$ cat config.mk
export PLATFORM = sky130hd
export DESIGN_NAME = irq_line_merge
export DESIGN_NICKNAME = d
export VERILOG_FILES = /design/src/rtl/irq_line_merge.sv
export SDC_FILE = /design/constraint.sdc
export NUM_CORES = 1
export LEC_CHECK = 0
export BUFFER_PORTS_ARGS = -buffer_cell sky130_fd_sc_hd__buf_2
export CAP_MARGIN = 20
export CORE_MARGIN = 2
export CORE_UTILIZATION = 40
export DETAILED_ROUTE_END_ITERATION = 6
export PLACE_DENSITY = 0.59
export RECOVER_POWER = 50
export SLEW_MARGIN = 10
export SYNTH_ARGS = -nofsm -noshare
export SYNTH_HDL_FRONTEND = slang
export SYNTH_SLANG_ARGS = --single-unit
$ cat constraint.sdc
create_clock -name clk -period 5.5 [get_ports clk]
set_clock_uncertainty 0.2 [all_clocks]
set_input_delay 0.825 -clock clk [delete_from_list [all_inputs] [get_ports clk]]
set_output_delay 0.825 -clock clk [all_outputs]
set_load 0.1 [all_outputs]
$ cat src/rtl/irq_line_merge.sv
module irq_line_merge #(
  parameter int NDEV   = 8,
  parameter int NLINES = 4
) (
  input  logic                clk,
  input  logic                rst_n,
  input  logic [NDEV*4-1:0]   pin_lvl,
  output logic [NLINES-1:0]   irq_line
);
  localparam int NPIN = NDEV * 4;
  localparam int CW   = $clog2(NPIN + 1);

  logic [NPIN-1:0]             seen_q;
  logic [NLINES-1:0][CW-1:0]   cnt_q, cnt_d;

  wire [NPIN-1:0] rise = pin_lvl & ~seen_q;
  wire [NPIN-1:0] fall = ~pin_lvl & seen_q;

  // all changes of a cycle fold into one update per line
  always_comb begin
    cnt_d = cnt_q;
    for (int d = 0; d < NDEV; d++)
      for (int p = 0; p < 4; p++)
        cnt_d[(d + p) % NLINES] = cnt_d[(d + p) % NLINES]
                                  + CW'(rise[d*4+p]) - CW'(fall[d*4+p]);
  end

  always_ff @(posedge clk or negedge rst_n) begin
    if (!rst_n) begin
      seen_q <= '0;
      cnt_q  <= '0;
    end else begin
      seen_q <= pin_lvl;
      cnt_q  <= cnt_d;
    end
  end

  for (genvar g = 0; g < NLINES; g++) begin : g_line
    assign irq_line[g] = |cnt_q[g];
  end
endmodule

### Yosys cells after proc, flatten, opt, wreduce, memory -nomap -nowiden

Cells that the tools add are included.

| word-level totals | value |
|---|---|
| register bits after elaboration | 56 |
| input port bits | 34 |
| output and inout bits | 4 |

| cells by class | value |
|---|---|
| $add $sub $neg | 64 |
| bitwise logic cells | 4 |
| reductions and logical operators | 4 |

Operator list:

| operator | count |
|---|---|
| $add 6x1->6 | 32 |
| $sub 6x1->6 | 32 |
| $and 32x32->32 | 2 |
| $not 32->32 | 2 |
| $reduce_or 6->1 | 4 |

### Logic depth before layout (Yosys ltp)

| depth | value |
|---|---|
| depth in word-level cells | 18 |
| depth in mapped cells | 16 |
| depth with buffers taken out | 16 |

### Worst setup path before layout

Ideal clock, no wire load.

| path | value |
|---|---|
| path kind | input-to-reg |
| start | input port pin_lvl[3] |
| end | register cnt_q[23] in the netlist's numbering |
| setup time | 0.079 ns |
| arrival | 4.693 ns |
| required time | 5.221 ns |
| slack | 0.528 ns |
| cell stages on the path | 15 |
| buffers on the path | 0 |
| cells stage by stage | nand2b_1 -> fa_1 -> inv_1 -> fa_1 -> inv_1 -> fa_1 -> inv_1 -> fa_1 -> inv_1 -> fa_1 -> ha_1 -> fa_1 -> a21o_1 -> a21oi_2 -> xor2_1 |

RTL lines:

| item | RTL line | RTL |
|---|---|---|
| from (decl) | 7 | `input logic [NDEV*4-1:0] pin_lvl,` |
| to (signal assigned) | 34 | `cnt_q <= cnt_d;` |
| to (decl) | 14 | `logic [NLINES-1:0][CW-1:0] cnt_q, cnt_d;` |

==> summary.txt <==
Global route
  – First-pass GRT wire length: 10.7 mm
  – Initial antenna violation count: 0
  – GRT overflow: 0
  – Number of global-route vias before repair: 2413
  – Largest net degree at the start of global routing: 57
  – Total GRT Usage: 13.5%

Placement
  – Dpl cell area: 4150 sq um
  – IO buf count: 37
  – GPL Wtd Cong: 0.761
  – Dpl ws: 0.248 ns
  – Post-DP HPWL: 4.67 mm

Detailed routing
  – Vias after detailed routing: 2074
  – Drt drc: 0
  – Antenna Nets Post-Route: 0
  – WL final: 5.61 mm
  – Wire per inst: 11.4 microns
  – Drt via density: 4.21
  – Initial drt markers: 34
  – TritonRoute pass-1 iters: 4

Logic synthesis
  – Synth Warn #: 0
  – Post-synth EDFFs: 0
  – Top post-synthesis cells by area: dfrtp_1, fa_1, ha_1, nand2b_1, inv_1
  – Post-synthesis cell area: 3800 sq um
  – Yosys reg bits: 56
  – Largest family of logic cells by synthesized area: adder cells
  – Simple-gate share of the synthesized area: 12.4%
  – Post-synthesis cell type count: 15
  – Top cell type by total area after synthesis: dfrtp_1
  – Avg Inst Size Synth: 11.9 sq um
  – Post-Synthesis Cells: 319
  – Synth Area in Adders: 37.9%
  – Synth Area in XOR/XNOR: 2.77%
  – Async set-reset flop share out of synthesis: 100%
  – Sequential share of the synthesized area: 36.9%
  – Ys flop type: dfrtp_1
  – Commonest cells post-synth: inv_1, dfrtp_1, fa_1
  – Most common cell in the netlist: inv_1
  – Syn nets: 437
  – Yosys top cell area share: 36.9%
  – Synth Area in Compound Gates: 2.63%
  – Mux cell area share after synthesis: 0%

STA
  – RSZ-0062 raised after global routing: no
  – Fin. Hold Viols: 0
  – Fmax: 204 MHz
  – Setup WS post-layout: 0.597 ns
  – Min Tclk post-route: 4.90 ns
  – Final Max Tran Viols: 57
  – Final setup TNS: 0 ns
  – Rel. slew slack: -103%
  – Worst Max-Slew Pin Slew: 3.05 ns
  – Final period util: 89.2%
  – Final setup fails: 0

Floorplan
  – Core box area: 9240 sq um
  – Row count: 35
  – DIE AREA: 10300 sq um
  – # IOs: 38
  – Die X: 101 microns
  – Initial Util: 41.1%
  – Chip Height: 101 microns

Setup path
  – Required time of the critical path: 5.54 ns
  – Max FO, Critical Path: 3
  – Crit path capture type: flip-flop
  – Setup Crit Path Kind: primary input to flip-flop
  – Setup crit start kind: primary input
  – CP arrival: 4.94 ns

Cells and area
  – Antenna cells: 0
  – Layout cells sized above 1: 4.40%
  – Nets@finish: 482
  – Final Cell Area: 4210 sq um
  – Area Overhead vs Synth: 10.7%
  – FILL cells: 878
  – Final core occ: 45.5%

CTS
  – Clk sinks: 56
  – CTS Buffer Depth: 2
  – Root Buffer: clkbuf_8
  – Clock tree from TritonCTS: built
  – CTS resizes: 0
  – Worst-skew pair later-pin latency: 0.31 ns
  – # Post-CTS Setup Buffers: 0
  – Clk slew on worst S/H paths: 0.10 ns
  – # H-tree levels: 2
  – CTS buffer count: 5
  – Hold_buf cts: 0

Power and ir drop
  – Switching share of total power: 42.3%
  – Leakage power total: 2.03 nW
  – PwrDens: 650 nW/um^2
  – P_int: 0.00158 W
  – Sw Pwr: 0.00116 W
  – Max VDD drop: 0.390 mV
  – Power share of the clock group: 8.9%
  – Logic pwr share: 67.9%
  – Sequential power share: 23.2%

Flow run
  – Max-Cap Viols: 1

Status
  – Failing checks: max-capacitance violations, max-slew violations
  – Status: complete, but fails checks

Min path
  – Hold Path Class: primary input to flip-flop
layout make-up:
cell class | count | area, sq um | area share [%]
Sequential cell | 56 | 1400 | 33.3
Inverter | 75 | 282 | 6.69
Clock buffer | 7 | 96.3 | 2.29
Tap cell | 129 | 161 | 3.84
Timing Repair Buffer | 38 | 149 | 3.54
Multi-Input combinational cell | 188 | 2120 | 50.3
per-layer routing:
layer	global-route usage (%)	share of wire, %	up-vias	wire length (microns)
met5	0	0	-	0
met4	4.05	1.2	0	69
met3	3.31	3.4	5	189
met2	21.0	48	32	2670
met1	18.8	48	1009	2670
li1	-	-	1028	-
worst paths after layout:
| path | start | endpoint | slack [ns] | cells after the start |
|---|---|---|---|---|
| worst min register to register | cnt_q[23]$_DFF_PN0_ | cnt_q[23]$_DFF_PN0_ | 0.44 | 3 |
| worst max-delay path | pin_lvl[0] | cnt_q[5]$_DFF_PN0_ | 0.60 | 16 |
| max in group asynchronous | rst_n | seen_q[21]$_DFF_PN0_ | 1.98 | 2 |
| min in group asynchronous | rst_n | cnt_q[19]$_DFF_PN0_ | 1.41 | 2 |
| worst min-delay path | pin_lvl[28] | seen_q[28]$_DFF_PN0_ | 0.44 | 1 |
| worst max register to register | seen_q[0]$_DFF_PN0_ | cnt_q[5]$_DFF_PN0_ | 0.93 | 15 |
stage by stage:
step                      power, W  hold slack, ns  instances
after CTS                  0.00282           0.417        493
after detailed placement   0.00256           0.435        486
final                      0.00273           0.437        493
after global routing       0.00318           0.414        493
after floorplan            0.00216           0.329        319
after global placement     0.00249           0.419        486
registers in the layout, indices dropped and copies added, names as in the netlist:
signal and flops:
cnt_q 24, seen_q 32
power by group through the flow:
stage,clock network (W),registers [W],logic (W)
floorplan,0,0.000628,0.00153
global placement,0,0.000643,0.00185
detailed placement,0,0.000644,0.00192
CTS,0.000260,0.000636,0.00193
global route,0.000279,0.000650,0.00225
finish,0.000244,0.000633,0.00186
placed cells by master, fill, tap and decap left out, types with 5 or more instances in the layout:
cell type	count
xnor2_1	8
inv_1	75
ha_1	32
clkbuf_1	33
buf_2	5
nor2b_1	16
fa_1	52
clkbuf_8	7
dfrtp_1	56
nand2b_1	50
a21o_1	6
worst max-delay path: stages:
cell      delay (ns)
clkbuf_1        0.09
nand2b_1        0.17
fa_1            0.54
inv_1           0.05
fa_1            0.53
inv_1           0.05
fa_1            0.51
inv_1           0.06
fa_1            0.53
inv_1           0.06
fa_1            0.42
ha_1            0.22
fa_1            0.40
a21o_1          0.20
a21oi_2         0.14
xor2_1          0.14
cell families after synthesis:
group	after synthesis
flip-flops	56
AO/OA/AOI/OAI	14
AND/OR/NAND/NOR	78
adder cells (fa/ha/maj)	84
XOR/XNOR	12
buffers and inverters	75
No activity file was read; power rests on OpenSTA's default activity.
